<file path="config.mk">
export PLATFORM = sky130hd
export DESIGN_NAME = sel_prologue_seq
export DESIGN_NICKNAME = d
export VERILOG_FILES = /design/src/rtl/selp_pkg.sv /design/src/rtl/selp_byte_src.sv /design/src/rtl/selp_ctrl.sv /design/src/rtl/sel_prologue_seq.sv
export SDC_FILE = /design/constraint.sdc
export NUM_CORES = 1
export LEC_CHECK = 0
export BUFFER_PORTS_ARGS = -buffer_cell sky130_fd_sc_hd__buf_2
export CAP_MARGIN = 10
export CORE_UTILIZATION = 53
export DETAILED_ROUTE_END_ITERATION = 10
export PLACE_DENSITY = 0.78
export SYNTH_ARGS = -nofsm -noshare
export SYNTH_HDL_FRONTEND = slang
export SYNTH_SLANG_ARGS = --single-unit
</file>
<file path="constraint.sdc">
create_clock -name clk -period 2.03 [get_ports clk]
set_input_delay 0.1015 -clock clk [delete_from_list [all_inputs] [get_ports clk]]
set_output_delay 0.1015 -clock clk [all_outputs]
set_load 0.02 [all_outputs]
</file>
<file path="src/rtl/selp_pkg.sv">
package selp_pkg;

  typedef enum logic [2:0] {
    S_IDLE  = 3'd0,
    S_RST   = 3'd1,
    S_RWAIT = 3'd2,
    S_WR    = 3'd3,
    S_WWAIT = 3'd4,
    S_FIN   = 3'd5
  } selp_state_t;

  localparam logic [7:0] CMD_SKIP   = 8'hCC;
  localparam logic [7:0] CMD_MATCH  = 8'h55;
  localparam logic [7:0] CMD_RESUME = 8'hA5;

  // Leading command byte of a prologue.
  function automatic logic [7:0] lead_cmd(input logic resume, input logic single);
    if (resume)      lead_cmd = CMD_RESUME;
    else if (single) lead_cmd = CMD_SKIP;
    else             lead_cmd = CMD_MATCH;
  endfunction

  // Index of the final byte in a prologue carrying n_id identifier bytes.
  function automatic logic [7:0] seq_last(input logic resume, input logic single,
                                          input int unsigned n_id);
    if (resume || single) seq_last = 8'd0;
    else                  seq_last = n_id[7:0];
  endfunction

endpackage

</file>
<file path="src/rtl/selp_byte_src.sv">
module selp_byte_src
  import selp_pkg::*;
#(
  parameter int ID_BYTES = 8,
  parameter int IDX_W    = $clog2(ID_BYTES + 1)
) (
  input  logic                  resume,
  input  logic                  single,
  input  logic [8*ID_BYTES-1:0] id,
  input  logic [IDX_W-1:0]      idx,
  output logic [7:0]            byte_o,
  output logic [IDX_W-1:0]      last_idx
);
  localparam int NLANES = ID_BYTES + 1;

  logic [7:0] lane [NLANES];

  assign lane[0] = lead_cmd(resume, single);

  // Identifier bytes follow the command, least significant first.
  for (genvar g = 0; g < ID_BYTES; g++) begin : g_lane
    assign lane[g+1] = id[8*g +: 8];
  end

  assign byte_o   = (int'(idx) < NLANES) ? lane[idx] : 8'h00;
  assign last_idx = IDX_W'(seq_last(resume, single, ID_BYTES));

endmodule

</file>
<file path="src/rtl/selp_ctrl.sv">
module selp_ctrl
  import selp_pkg::*;
#(
  parameter int IDX_W = 4
) (
  input  logic             clk,
  input  logic             rst_n,
  input  logic             start_i,
  input  logic             rst_done_i,
  input  logic             presence_i,
  input  logic             wr_done_i,
  input  logic [IDX_W-1:0] last_idx,
  output logic             accept_o,
  output logic             rst_req_o,
  output logic             wr_req_o,
  output logic [IDX_W-1:0] idx_o,
  output logic             busy_o,
  output logic             done_o,
  output logic             err_o
);
  selp_state_t      state_q, state_d;
  logic [IDX_W-1:0] idx_q, idx_d;
  logic             err_q, err_d;

  // Named internal events
  logic presence_miss;
  logic presence_hit;
  logic byte_ack;
  logic last_ack;

  assign presence_miss = (state_q == S_RWAIT) && rst_done_i && !presence_i;
  assign presence_hit  = (state_q == S_RWAIT) && rst_done_i &&  presence_i;
  assign byte_ack      = (state_q == S_WWAIT) && wr_done_i;
  assign last_ack      = byte_ack && (idx_q == last_idx);
  assign accept_o      = (state_q == S_IDLE) && start_i;

  always_comb begin
    state_d = state_q;
    idx_d   = idx_q;
    err_d   = err_q;
    unique case (state_q)
      S_IDLE: if (start_i) begin
        state_d = S_RST;
        idx_d   = '0;
        err_d   = 1'b0;
      end
      S_RST:   state_d = S_RWAIT;
      S_RWAIT: begin
        if (presence_miss) begin
          state_d = S_FIN;
          err_d   = 1'b1;
        end else if (presence_hit) begin
          state_d = S_WR;
        end
      end
      S_WR:    state_d = S_WWAIT;
      S_WWAIT: begin
        if (last_ack) begin
          state_d = S_FIN;
        end else if (byte_ack) begin
          state_d = S_WR;
          idx_d   = idx_q + 1'b1;
        end
      end
      S_FIN:   state_d = S_IDLE;
      default: state_d = S_IDLE;
    endcase
  end

  always_ff @(posedge clk) begin
    if (!rst_n) begin
      state_q <= S_IDLE;
      idx_q   <= '0;
      err_q   <= 1'b0;
    end else begin
      state_q <= state_d;
      idx_q   <= idx_d;
      err_q   <= err_d;
    end
  end

  assign rst_req_o = (state_q == S_RST);
  assign wr_req_o  = (state_q == S_WR);
  assign idx_o     = idx_q;
  assign busy_o    = (state_q != S_IDLE);
  assign done_o    = (state_q == S_FIN);
  assign err_o     = (state_q == S_FIN) && err_q;


  abort_on_absent_chk: assert property (@(posedge clk) disable iff (!rst_n)
    presence_miss |=> (done_o && err_o && !wr_req_o));


  finish_clean_chk: assert property (@(posedge clk) disable iff (!rst_n)
    last_ack |=> (done_o && !err_o));


  done_pulse_chk: assert property (@(posedge clk) disable iff (!rst_n)
    done_o |=> !done_o);


  wr_pulse_chk: assert property (@(posedge clk) disable iff (!rst_n)
    wr_req_o |=> !wr_req_o);


  no_overlap_chk: assert property (@(posedge clk) disable iff (!rst_n)
    !(rst_req_o && wr_req_o));


  rst_pulse_chk: assert property (@(posedge clk) disable iff (!rst_n)
    accept_o |=> (rst_req_o && !wr_req_o));


  idx_bound_chk: assert property (@(posedge clk) disable iff (!rst_n)
    busy_o |-> (idx_q <= last_idx));

endmodule

</file>
<file path="src/rtl/sel_prologue_seq.sv">
module sel_prologue_seq
  import selp_pkg::*;
#(
  parameter int CNT_W    = 8,
  parameter int ID_BYTES = 8,
  localparam int ID_W    = 8 * ID_BYTES,
  localparam int IDX_W   = $clog2(ID_BYTES + 1)
) (
  input  logic             clk,
  input  logic             rst_n,
  input  logic             start_i,
  input  logic             resume_i,
  input  logic [CNT_W-1:0] dev_count_i,
  input  logic [ID_W-1:0]  dev_id_i,
  output logic             bus_rst_req_o,
  input  logic             bus_rst_done_i,
  input  logic             bus_presence_i,
  output logic             wr_req_o,
  output logic [7:0]       wr_byte_o,
  input  logic             wr_done_i,
  output logic             busy_o,
  output logic             done_o,
  output logic             err_o
);
  logic             accept;
  logic             resume_q, single_q;
  logic [ID_W-1:0]  id_q;
  logic [IDX_W-1:0] idx, last_idx;
  logic [7:0]       cur_byte;

  // Capture the request parameters on acceptance only.
  always_ff @(posedge clk) begin
    if (!rst_n) begin
      resume_q <= 1'b0;
      single_q <= 1'b0;
      id_q     <= '0;
    end else if (accept) begin
      resume_q <= resume_i;
      single_q <= (dev_count_i == CNT_W'(1));
      id_q     <= dev_id_i;
    end
  end

  selp_byte_src #(.ID_BYTES(ID_BYTES), .IDX_W(IDX_W)) u_src (
    .resume   (resume_q),
    .single   (single_q),
    .id       (id_q),
    .idx      (idx),
    .byte_o   (cur_byte),
    .last_idx (last_idx)
  );

  selp_ctrl #(.IDX_W(IDX_W)) u_ctrl (
    .clk        (clk),
    .rst_n      (rst_n),
    .start_i    (start_i),
    .rst_done_i (bus_rst_done_i),
    .presence_i (bus_presence_i),
    .wr_done_i  (wr_done_i),
    .last_idx   (last_idx),
    .accept_o   (accept),
    .rst_req_o  (bus_rst_req_o),
    .wr_req_o   (wr_req_o),
    .idx_o      (idx),
    .busy_o     (busy_o),
    .done_o     (done_o),
    .err_o      (err_o)
  );

  assign wr_byte_o = wr_req_o ? cur_byte : 8'h00;


  capture_hold_chk: assert property (@(posedge clk) disable iff (!rst_n)
    (busy_o && !done_o) |=> ($stable(id_q) && $stable(resume_q) && $stable(single_q)));


  first_is_cmd_chk: assert property (@(posedge clk) disable iff (!rst_n)
    (wr_req_o && idx == '0) |->
      (wr_byte_o == CMD_SKIP || wr_byte_o == CMD_MATCH || wr_byte_o == CMD_RESUME));


  resume_single_chk: assert property (@(posedge clk) disable iff (!rst_n)
    (busy_o && resume_q) |-> (last_idx == '0));

endmodule

</file>
# Word level (Yosys, flattened, before mapping)
# Cells that the tools add are included.
dict set report totals {
  register_bits 74
  latchBits 0
  ram_bits 0
  romBits 0
  out_inout_bits 13
  elab_cells 60
  mem_count 0
}
dict set report op_classes {
  n_addsub 1
  multipliers 0
  div_mod_pow 0
  order_cmp 2
  n_eq_ne 13
  shift 0
  mux 21
  bitwise 1
  reduce_logical 16
}
# operator count
set ops {}
lappend ops {{8-bit 2-to-1 mux} 6}
lappend ops {{8-bit binary-select mux with 4-bit select} 1}
lappend ops {{4-bit 2-to-1 mux} 4}
lappend ops {{3-bit 2-to-1 mux} 5}
lappend ops {{3-bit case mux with 5 select lines} 1}
lappend ops {{8-bit by 1-bit equality test with 1-bit output, second input constant} 1}
lappend ops {{4-bit case mux with 2 select lines} 1}
lappend ops {{1-bit logical AND} 7}
lappend ops {{3-bit by 2-bit equality test with 1-bit output, second input constant} 2}
lappend ops {{3-bit equality test, second input constant} 2}
lappend ops {{3-bit by 1-bit inequality test with 1-bit output, second input constant} 2}
lappend ops {{3-bit AND reduction} 2}
lappend ops {{5-bit greater-or-equal comparator, second input constant} 1}
lappend ops {{4-bit inverter with 5-bit output} 1}
lappend ops {{4-bit by 1-bit adder with 4-bit output, second input constant} 1}
lappend ops {{4-bit equality test} 1}
lappend ops {{4-bit < comparator, second input constant} 1}
lappend ops {{2-bit by 1-bit inequality test with 1-bit output, second input constant} 2}
lappend ops {{2-bit inequality test, second input constant} 2}
lappend ops {{4-bit AND reduction} 1}
lappend ops {{2-bit nonzero test} 2}
lappend ops {{3-bit by 1-bit equality test with 1-bit output, second input constant} 1}
lappend ops {{3-bit zero test} 1}
lappend ops {{3-bit nonzero test} 1}
lappend ops {{4 further kinds} 5}

# Depth between registers and ports, before layout
dict set report depth {
  word_depth 7
  mapped_depth 7
  ltp_nobuf 6
}

# Cells and area by module
# Synthesis repeated with hierarchy kept, for this count alone.
dict set report unflattened {
  cells_unflattened 379
  hier_area_um2 3895.0
}
# mod instances cells_each area_per_inst_um2 seq_area_each_um2
set modules_own_cells {}
lappend modules_own_cells {sel_prologue_seq 1 223 2595.0 1321.3}
lappend modules_own_cells {selp_byte_src 1 92 764.5 0.0}
lappend modules_own_cells {selp_ctrl 1 64 535.5 160.2}

# Worst setup path before layout
# No wires, ideal clock.
dict set report synth_path {
  path_kind {flip-flop to output port}
  startpoint {reg u_ctrl.state_q[1]}
  endpoint {out wr_byte_o[0]}
  t_arrival_ns 2.057
  required_ns 1.929
  setup_slack_ns -0.128
  stages_incl_launch_ff 6
  path_buffers 1
  cell_sequence {dfxtp_1 buf_2 inv_1 nor3b_1 nand2_1 a221oi_1}
}
dict set report synth_between {
  elab_chain_len 2
}
# item line
set synth_lines {}
lappend synth_lines {{start: declaration} selp_ctrl.sv:21} ;# selp_state_t state_q, state_d;
lappend synth_lines {{start signal: assignment} selp_ctrl.sv:76} ;# state_q <= state_d;
lappend synth_lines {{3-bit by 2-bit equality test with 1-bit output} selp_ctrl.sv:83} ;# assign wr_req_o = (state_q == S_WR);
lappend synth_lines {{named net wr_req_o} sel_prologue_seq.sv:18} ;# output logic wr_req_o,
lappend synth_lines {{8-bit 2-to-1 mux} sel_prologue_seq.sv:70} ;# assign wr_byte_o = wr_req_o ? cur_byte : 8'h00;
lappend synth_lines {{end: declaration} sel_prologue_seq.sv:19} ;# output logic [7:0] wr_byte_o,
# The timed path passes the listed nets, and every way through them passes these cells.

# Worst setup path in the final report
dict set report layout_path {
  startpoint {reg u_ctrl.idx_q[0], in the netlist u_ctrl.idx_o[0]}
  endpoint {out wr_byte_o[5]}
}
dict set report layout_between {
  elab_chain_len 6
  word_cells_on_any_way 7
}
# item line
set layout_lines {}
lappend layout_lines {{start: declaration} selp_ctrl.sv:22} ;# logic [IDX_W-1:0] idx_q, idx_d;
lappend layout_lines {{start signal: assignment} selp_ctrl.sv:77} ;# idx_q <= idx_d;
lappend layout_lines {{4-bit inverter with 5-bit output (not written as such)} selp_byte_src.sv:25} ;# assign byte_o = (int'(idx) < NLANES) ? lane[idx] : 8'h00;
lappend layout_lines {{8-bit binary-select mux with 4-bit select} selp_byte_src.sv:25}
lappend layout_lines {{8-bit 2-to-1 mux (not written as such) (2 in a row)} selp_byte_src.sv:25}
lappend layout_lines {{8-bit 2-to-1 mux *} selp_byte_src.sv:25}
lappend layout_lines {{8-bit 2-to-1 mux *} sel_prologue_seq.sv:70}
# Every way passes the cells marked *; elsewhere a longest branch is shown, timed or not. The select of a mux whose other input is x is not followed.

==> metrics.txt <==
chip width=84.8 um; Async SR Flop Fraction=0; fraction of final layout cells with drive strength greater than 1=0.270; first-pass GRT wire length=15400 um; dpl hpwl=6430 um; Mapped Area=0.00363 sq mm; Iteration-0 DRC Markers=300; Slew HR=0.766; Syn Inst Count=435; setup violators final=1; RSZ-0062 raised after global routing=yes; Synth top area share=0.408; synth top area cells=dfxtp_1, nand2_1, a21boi_0; Synth Register Bits=74; cell accounting for the most synthesized area=dfxtp_1; drt first pass iters=9; violated checks=DRC, setup timing; ANT cells=0; initial antenna violation count=0; reg2reg start=single_q$_SDFFE_PN0P_; final hold viol count=0; IO buf count=91; synth cell count leaders=nand2_1, dfxtp_1, a21boi_0; # rows=29; number of global-route vias before repair=3280; hold_ws=0.00699 ns; H-tree level count=3; worst-margin pin slew=0.342 ns; clock latency on the worst-skew pair=0.35 ns; leakage=1.94 nW; remaining antenna violation count=0; GRT Overall Usage=0.274; Fmax=484 MHz; Critical Path Fanout Max=11; Tcrit/Tclk final=1.02; Slew Limit Fails=0; Avg WL per Cell=15.0 um; DR vias=3479; routability cong.=0.877; die area=0.00719 sq mm; yosys warns=0; CP arrival=1.96 ns; R2R depth=4; Worst setup startpoint=u_ctrl.idx_o[0]$_SDFFE_PN0P_; Top FF cell, synth=dfxtp_1; final WL=9480 um; cell count after placement=586; Top Ports=92; TritonCTS buffer count=9; worst min-delay path class=in -> reg; Core ar.=0.00649 sq mm; DRC viols=8; total congestion overflow=0; Post-Layout Cell Count=633; CP required=1.93 ns; Setup WS post-layout=-0.0349 ns; worst setup path endpoint=wr_byte_o[5]; Netlist cell types=44; Critical Path Source Type=register; power per cell area=712 mW/mm^2; CTS Sinks=74; Mapped Nets=517; Die Y=84.8 um; Final min period=2.06 ns; Setup CP Type=reg -> out; CP endpoint kind=output port; status=finished with violations; reg-to-reg endpoint=u_ctrl.idx_o[1]$_SDFFE_PN0P_; Seq/Total Area, Yosys=0.408; Final Skew=0.00898 ns; Synth-to-Final Area Change=31.4%; Via density=5.50; CTS tree=done; max cap viols=0; Initial Util=0.560; largest net degree at the start of global routing=42; peak supply drop=414 uV; count leader, synth=nand2_1; CTS root buf=clkbuf_8; Clock transition at path regs=0.08 ns; Post-synth EDFFs=0; setup tns final=-0.0349 ns; mean post-synth cell area=8.36 sq um; worst reg2reg setup slack=0.35 ns; clk buf depth=2; Net count, final=634
[power breakdown]
group | total, mW | leakage (nW) | switching [mW] | internal, mW
Combinational | 0.530 | 1.22 | 0.282 | 0.248
Clock | 1.25 | 0.112 | 0.537 | 0.717
Sequential | 1.62 | 0.609 | 0.0663 | 1.55
[final cells by class]
cell class	instances	area, sq um
multi-input cells	322	2020
repair buffers	140	933
clock buffers	10	138
well taps	77	96.3
clock inverters	5	78.8
fillers	516	1720
flip-flops and latches	74	1490
inverters	5	20.0
[how the worst min path moves through the flow]
stage,start,endpoint,cells past startpoint
2_1_floorplan,dev_id_i[0],id_q[0]$_SDFFE_PN0P_,2
3_3_place_gp,dev_id_i[24],id_q[24]$_SDFFE_PN0P_,3
3_5_place_dp,dev_id_i[24],id_q[24]$_SDFFE_PN0P_,3
4_1_cts,dev_id_i[6],id_q[6]$_SDFFE_PN0P_,3
5_1_grt,dev_id_i[55],id_q[55]$_SDFFE_PN0P_,3
6_report,dev_id_i[53],id_q[53]$_SDFFE_PN0P_,3
[critical path, stage by stage, from the launching register on]
cell and delay [ns]:
dfxtp_4 0.39, buf_12 0.15, mux4_2 0.51, o211ai_1 0.29
a21oi_1 0.11, buf_2 0.17
[timing repair]
item | in CTS | in global routing
gates resized for setup | 11 | 8
pin swaps | 3 | 2
setup endpoints to repair | 8 | 7
setup buffers | 0 | 2
hold buffers | 29 | 0
hold endpoints to repair | 29 | 0
cloned | 0 | 1
[state kept, by name, summed over array words and instances (netlist names)]
signal,count
id_q,64
u_ctrl.idx_o,4
u_ctrl.state_q,3
resume_q,1
single_q,1
u_ctrl.err_q,1
[layout by cell type, fill, tap and decap left out, types with 4 or more instances in the layout]
cell	count
nand2_1	142
buf_2	88
dfxtp_1	71
a21boi_0	67
dlygate4sd3_1	29
buf_4	21
mux2i_1	12
nor2_1	11
a21oi_1	10
clkbuf_8	10
nand3_1	7
mux4_2	7
nand2b_1	5
inv_1	4
o21ai_0	4
[per-layer routing]
metal	up-vias	share of wire	track usage
met3	16	0.069	0.0506
met2	146	0.48	0.444
li1	1710	-	-
met4	0	0.020	0.0955
met5	-	0	0
met1	1607	0.43	0.371
[per-stage QoR]
stage	area (sq um)	util	setup slack, ns	power (mW)
CTS	4710	0.725	-0.00289	3.41
global placement	4180	0.643	0.187	2.12
floorplan	3630	-	-0.128	1.95
finish	4780	0.736	-0.0349	3.40
detailed placement	4180	0.643	0.166	2.13
global route	4780	0.736	-0.0745	3.56
[logic make-up after synthesis]
group | after synthesis | share of synthesized area
flops | 74 | 0.408
mux | 22 | 0.0981
simple gates | 196 | 0.233
compound gates | 100 | 0.200
fa+ha+maj | 3 | 0.0103
xor+xnor | 1 | 0.00241
buf+inv | 39 | 0.0482
No activity file was read; power rests on OpenSTA's default activity.
